## config.mk

```make
export PLATFORM = sky130hd
export DESIGN_NAME = icap_snapshot_unit
export DESIGN_NICKNAME = d
export VERILOG_FILES = /design/src/rtl/icap_pkg.sv /design/src/rtl/icap_rise_det.sv /design/src/rtl/icap_capture_reg.sv /design/src/rtl/icap_pulse_acc.sv /design/src/rtl/icap_snapshot_unit.sv
export SDC_FILE = /design/constraint.sdc
export NUM_CORES = 1
export LEC_CHECK = 0
export CAP_MARGIN = 0
export CORE_AREA = 2 2 118 120
export CTS_CLUSTER_DIAMETER = 50
export DETAILED_ROUTE_END_ITERATION = 8
export DIE_AREA = 0 0 120 122
export DONT_BUFFER_PORTS = 1
export PLACE_DENSITY = 0.76
export REMOVE_ABC_BUFFERS = 1
export SYNTH_ARGS = -nofsm -noshare
export SYNTH_HDL_FRONTEND = slang
export SYNTH_SLANG_ARGS = --single-unit
```

## constraint.sdc

```tcl
create_clock -name clk -period 1.6 [get_ports clk]
set_clock_uncertainty 0.15 [all_clocks]
set_input_delay 0 -clock clk [delete_from_list [all_inputs] [get_ports clk]]
set_output_delay 0 -clock clk [all_outputs]
set_load 0.01 [all_outputs]
```

## src/rtl/icap_pkg.sv

```systemverilog
package icap_pkg;
  // saturating increment on a value of up to 32 bits, limit given by caller
  function automatic logic [31:0] sat_step(input logic [31:0] v, input logic [31:0] limit);
    return (v >= limit) ? limit : v + 32'd1;
  endfunction

  // a snapshot needs the strobe and both mode bits
  function automatic logic snap_go(input logic strobe, input logic mode, input logic buf_on);
    return strobe & mode & buf_on;
  endfunction
endpackage

```

## src/rtl/icap_rise_det.sv

```systemverilog
module icap_rise_det #(
  parameter int W = 4
) (
  input  logic         clk,
  input  logic         rst_n,
  input  logic [W-1:0] d,
  output logic [W-1:0] rise
);
  logic [W-1:0] prev;
  always_ff @(posedge clk) begin
    if (!rst_n) prev <= '0;
    else        prev <= d;
  end
  assign rise = d & ~prev;
endmodule

```

## src/rtl/icap_capture_reg.sv

```systemverilog
module icap_capture_reg #(
  parameter int W = 16
) (
  input  logic         clk,
  input  logic         rst_n,
  input  logic         load,
  input  logic [W-1:0] value,
  output logic [W-1:0] q
);
  always_ff @(posedge clk) begin
    if (!rst_n)    q <= '0;
    else if (load) q <= value;
  end
endmodule

```

## src/rtl/icap_pulse_acc.sv

```systemverilog
module icap_pulse_acc #(
  parameter int W = 8
) (
  input  logic         clk,
  input  logic         rst_n,
  input  logic         clr,
  input  logic         step,
  output logic [W-1:0] q
);
  import icap_pkg::*;
  localparam logic [31:0] LIMIT = (32'd1 << W) - 32'd1;
  logic [W-1:0] nxt;

  always_comb begin
    nxt = q;
    if (clr)       nxt = step ? W'(1) : '0;
    else if (step) nxt = W'(sat_step(32'(q), LIMIT));
  end

  always_ff @(posedge clk) begin
    if (!rst_n) q <= '0;
    else        q <= nxt;
  end
endmodule

```

## src/rtl/icap_snapshot_unit.sv

```systemverilog
module icap_snapshot_unit #(
  parameter int NUM_CH = 4,
  parameter int CAP_W  = 16,
  parameter int ACC_W  = 8
) (
  input  logic                    clk,
  input  logic                    rst_n,
  input  logic [CAP_W-1:0]        timer_val,
  input  logic [NUM_CH-1:0]       cap_in,
  input  logic [NUM_CH-1:0]       pulse_in,
  input  logic                    latch_mode,
  input  logic                    buf_en,
  input  logic                    force_latch,
  output logic [NUM_CH*CAP_W-1:0] cap_vals,
  output logic [NUM_CH*ACC_W-1:0] acc_vals,
  output logic [NUM_CH*CAP_W-1:0] hold_caps,
  output logic [NUM_CH*ACC_W-1:0] hold_accs
);
  import icap_pkg::*;

  // named internal events, also used by the checker
  logic              snap_fire;
  logic [NUM_CH-1:0] cap_rise;
  logic [NUM_CH-1:0] pulse_rise;

  assign snap_fire = snap_go(force_latch, latch_mode, buf_en);

  icap_rise_det #(.W(NUM_CH)) u_cap_edge (
    .clk(clk), .rst_n(rst_n), .d(cap_in), .rise(cap_rise)
  );
  icap_rise_det #(.W(NUM_CH)) u_pulse_edge (
    .clk(clk), .rst_n(rst_n), .d(pulse_in), .rise(pulse_rise)
  );

  for (genvar i = 0; i < NUM_CH; i++) begin : g_ch
    icap_capture_reg #(.W(CAP_W)) u_cap (
      .clk(clk), .rst_n(rst_n), .load(cap_rise[i]), .value(timer_val),
      .q(cap_vals[i*CAP_W +: CAP_W])
    );
    icap_pulse_acc #(.W(ACC_W)) u_acc (
      .clk(clk), .rst_n(rst_n), .clr(snap_fire), .step(pulse_rise[i]),
      .q(acc_vals[i*ACC_W +: ACC_W])
    );
    always_ff @(posedge clk) begin
      if (!rst_n) begin
        hold_caps[i*CAP_W +: CAP_W] <= '0;
        hold_accs[i*ACC_W +: ACC_W] <= '0;
      end else if (snap_fire) begin
        hold_caps[i*CAP_W +: CAP_W] <= cap_vals[i*CAP_W +: CAP_W];
        hold_accs[i*ACC_W +: ACC_W] <= acc_vals[i*ACC_W +: ACC_W];
      end
    end
  end
endmodule

```

# Word level (Yosys, flattened, before mapping)
# Cells that the tools add are included.
[op_classes]
add_sub_neg = 4
magnitude_cmp = 4
n_mux = 16
bitwise_logic = 6
n_reduce_logical = 4
[op_table]
columns = ["cell", "n"]
rows = [
  ["two-way mux 8 bit", 12],
  ["adder 8 x 1 -> 8 bit, second input constant", 4],
  [">= comparator 8 bit, second input constant", 4],
  ["bitwise AND 4 bit", 2],
  ["NOT 4 bit", 2],
  ["nonzero test 2 bit", 4],
  ["two-way mux 1 bit", 4],
  ["bitwise AND 1 bit", 2],
]
[totals]
register_bits = 200
out_inout_bits = 192

# Depth between registers and ports, before layout
[logic_depth]
ltp_word = 4
mapped_depth = 6

# Cells and area by module
# A second synthesis with hierarchy kept.
[unflattened]
hier_cells = 829
hier_area_um2 = 8184.1
[modules_own_cells]
columns = ["module", "instances", "cells_per_inst", "area_each_um2", "seq_area_each_um2"]
rows = [
  ["icap_snapshot_unit", 1, 417, 3794.9, 1921.8],
  ["icap_capture_reg", 4, 51, 615.6, 320.3],
  ["icap_pulse_acc", 4, 46, 416.6, 160.2],
  ["icap_rise_det", 2, 12, 130.1, 80.1],
]

# Worst setup path before layout
# OpenSTA, ideal clock, no wires.
[synth_timing]
path_kind = "register to register"
start = "register g_ch[3].u_acc.q[0]"
end = "register g_ch[3].u_acc.q[4]"
t_arrival_ps = 1308
slack_ps = 51
stages_incl_launch_ff = 6
n_path_buf = 1
synth_period_minus_slack_ps = 1549
path_cell_list = "dfxtp_1 ha_1 and3b_1 clkbuf_1 a31oi_1 a311oi_1"
[synth_between]
elab_chain_len = 4
elab_cells_between_ends = 5
cone_classes = "add/sub (1); order compare (1); mux (3)"
[synth_rtl]
columns = ["element", "line", "text"]
rows = [
  ["from (decl)", "icap_pulse_acc.sv:8", "output logic [W-1:0] q"],
  ["from (signal assigned)", "icap_pulse_acc.sv:22", "else q <= nxt;"],
  ["adder 8 x 1 -> 8 bit / >= comparator 8 bit (equally long branches)", "icap_pkg.sv:4", "return (v >= limit) ? limit : v + 32'd1;"],
  ["two-way mux 8 bit (*)", "icap_pkg.sv:4", ""],
  ["two-way mux 8 bit (*)", "icap_pulse_acc.sv:17", "else if (step) nxt = W'(sat_step(32'(q), LIMIT));"],
  ["two-way mux 8 bit (*)", "icap_pulse_acc.sv:16", "if (clr) nxt = step ? W'(1) : '0;"],
]
# Every way passes the cells marked *; elsewhere a longest branch is shown, timed or not. The select of a mux whose other input is x is not followed.
# A chain may end at the register's enable or synchronous reset.

# Final worst setup path
[layout_timing]
start = "register g_ch[3].u_acc.q[1]"
end = "register g_ch[3].u_acc.q[4]"
# Same word-level chain as after synthesis.

==> out/results.ini <==
[outcome]
outcome=finished, violations left
violations=hold timing

[clock_tree]
post_cts_buffers=0
root_buffer=clkbuf_16
ctsResizeCount=0
clk_pin_slew_worst_paths_ns=0.07
cts_hold_buf=34
clk-insertion-delay-late_ns=0.43
h-tree-depth=4
ctsLongestPathBuffers=2
cts_buffers=17
cts.sinks=200
cts_tree=done

[hold_path]
min_path_type=primary input to register
hold_end=hold_caps[61]$_SDFFE_PN0P_
min_from=buf_en
hold_depth=4

[logic_synthesis]
syn_area_um2=7310
synth_top_area_frac=0.547
synth_edf_count=0
yosysWarningCount=0
syn_inst=891
yosys.cell_types.count=36
ys_seq_area_frac=0.547
synthArstFlopShare=0
synth_area_leader_cell=dfxtp_1
synth_area_leaders=dfxtp_1 (55%), nand2_1 (17%), a21oi_1 (12%)
synth_area_per_cell_um2=8.21
ys_ff_latch=200
yosys_most_used_dff=dfxtp_1

[die]
die_area_um2=14600
die_y_um=122
std_cell_rows=43
io-pin-count=221
core_um2=13500
initial_core_util=0.542
dieWidth_um=120

[timing]
finalHoldViolations=3
worst_slack_ns=0.123
final.min_clock_period_ns=1.48
finalSetupViolations=0
relSlewSlack=0.701
worstMarginPinSlew_ns=0.448
hold_ws_ns=-0.00309
rsz0062_at_grt=no
fmax_mhz=677
drv_slew=0
period_share=0.923

[worst_setup_path]
crit_path_end_kind=register
r2r_cells=4
cp_max_fo=6
r2r-end=g_ch[3].u_acc.q[4]$_SDFFE_PN0P_
reg2reg_slack_ns=0.12
critPathArrivalTime_ns=1.66
crit_required_ns=1.78
critPathKind=register to register
rr_startpoint=g_ch[3].u_acc.q[1]$_SDFFE_PN0P_
start_kind=register

[global_routing]
antenna_found_initial=1
grt_pass1_vias=5772
grt_overflow=0
grt_max_degree=97
grt_pass1_wl_um=29700
track_usage=0.254

[layout]
drive_gt1_frac=0.0958
final_nets=960
fin_cells=1120
final_area_um2=8620
synthToLayoutAreaGrowth_pct=17.8

[route]
postRouteAntennaNets=0
dr.pass1.iters=5
vias_per_cell=5.64
vias=6313
first_iter_violations=533
wirelength_um=19000
post_drt_wl_per_cell_um=16.9
drcViolationCount=0

[placement]
dpl.cell_count=1054
place_congestion=0.821
post-place-ws_ns=0.147
place.port_buffers=0
hpwl_um=12300
place_area_um2=7700

[power_and_ir_drop]
vdd_drop_max_mv=0.749
power.total_mw=10.1
leakagePower_nw=3.16
cellPowerDensity_nw_per_um2=1180

[job]
cap_violations=0

## worst max path at each step
| stage | start | endpoint | slack [ns] | depth (start not counted) |
|---|---|---|---|---|
| detailed placement | g_ch[3].u_acc.q[1]$_SDFFE_PN0P_ | g_ch[3].u_acc.q[4]$_SDFFE_PN0P_ | 0.15 | 4 |
| finish | g_ch[3].u_acc.q[1]$_SDFFE_PN0P_ | g_ch[3].u_acc.q[4]$_SDFFE_PN0P_ | 0.12 | 4 |
| floorplan | force_latch | g_ch[0].u_acc.q[6]$_SDFFE_PN0P_ | -1.96 | 3 |
| global route | g_ch[3].u_acc.q[1]$_SDFFE_PN0P_ | g_ch[3].u_acc.q[4]$_SDFFE_PN0P_ | 0.04 | 4 |
| CTS | g_ch[3].u_acc.q[1]$_SDFFE_PN0P_ | g_ch[3].u_acc.q[4]$_SDFFE_PN0P_ | 0.11 | 4 |
| global placement | g_ch[2].u_acc.q[0]$_SDFFE_PN0P_ | g_ch[2].u_acc.q[4]$_SDFFE_PN0P_ | 0.21 | 4 |
## metrics by stage
step                      TNS [ns]  utilization
final                            0        0.638
after floorplan            -236.06            -
after CTS                        0        0.638
after detailed placement         0        0.570
after global placement           0        0.570
after global routing             0        0.638
## worst max-delay path, cell delays in order (launching register included)
cell	delay, ns
dfxtp_1	0.36
ha_1	0.24
and3b_1	0.28
a31oi_1	0.11
a311oi_1	0.25
## synth_stat cells (2+ instances only)
library cell / n
a211oi_1: 16
a21oi_1: 176
a311oi_1: 7
a31oi_1: 10
a41oi_1: 4
and2_1: 8
and3_1: 15
and3b_1: 3
and4_1: 5
and4b_1: 5
buf_1: 5
buf_2: 25
buf_4: 2
clkbuf_1: 33
dfxtp_1: 200
ha_1: 4
inv_1: 4
nand2_1: 323
nand2b_1: 4
nand3_1: 3
nand4_4: 2
nor2_1: 6
nor2b_1: 11
nor3_1: 6
o211ai_1: 3
## logic make-up (layout without fill, tap and decap cells)
| family | Yosys count | count (layout) | share of synthesized area |
|---|---|---|---|
| AND/OR/NAND/NOR | 401 | 401 | 0.242 |
| AO/OA/AOI/OAI | 216 | 216 | 0.162 |
| flip-flops | 200 | 200 | 0.547 |
| buffers and inverters | 70 | 118 | 0.0423 |
| adder cells (fa/ha/maj) | 4 | 4 | 0.00684 |
| other | 0 | 1 | 0 |
## cells in the final DEF (no fill, tap or decap), types with 4 or more instances in the layout
cell type / Yosys / final
nand2_1: 323 / 323
dfxtp_1: 200 / 200
a21oi_1: 176 / 176
buf_4: 2 / 44
dlygate4sd3_1: 0 / 34
clkbuf_16: 0 / 17
a211oi_1: 16 / 16
and3_1: 15 / 14
a31oi_1: 10 / 10
nor2b_1: 11 / 8
and2_1: 8 / 8
a311oi_1: 7 / 7
nor3_1: 6 / 6
nor2_1: 6 / 6
and4_1: 5 / 5
and4b_1: 5 / 5
buf_12: 0 / 5
nand2b_1: 4 / 4
a41oi_1: 4 / 4
ha_1: 4 / 4
## flip-flops by register name (all words and copies together), names as in the netlist
signal / cells
u_pulse_edge.prev: 4
g_ch.u_acc.q: 32
hold_caps: 64
hold_accs: 32
u_cap_edge.prev: 4
g_ch.u_cap.q: 64
## metal layers
| layer | track usage | routed length (µm) |
|---|---|---|
| met5 | 0 | 0 |
| met1 | 0.315 | 7980 |
| met2 | 0.417 | 9170 |
| met4 | 0.0949 | 423 |
| met3 | 0.0763 | 1380 |
## final cells by class
| type | count | area (µm²) |
|---|---|---|
| fillers | 1174 | 4890 |
| flip-flops and latches | 200 | 4000 |
| clock buffers | 20 | 447 |
| diodes | 1 | 2.50 |
| clock inverters | 11 | 125 |
| repair buffers | 83 | 771 |
| multi-input cells | 621 | 3030 |
| inverters | 4 | 17.5 |
| well taps | 180 | 225 |
## power breakdown
part / total, mW / switching, mW / internal, mW
registers: 5.31 / 0.184 / 5.12
logic: 0.663 / 0.410 / 0.253
clock network: 4.16 / 1.82 / 2.34
total: 10.1 / 2.42 / 7.72
Power figures use the tool's default switching activity.
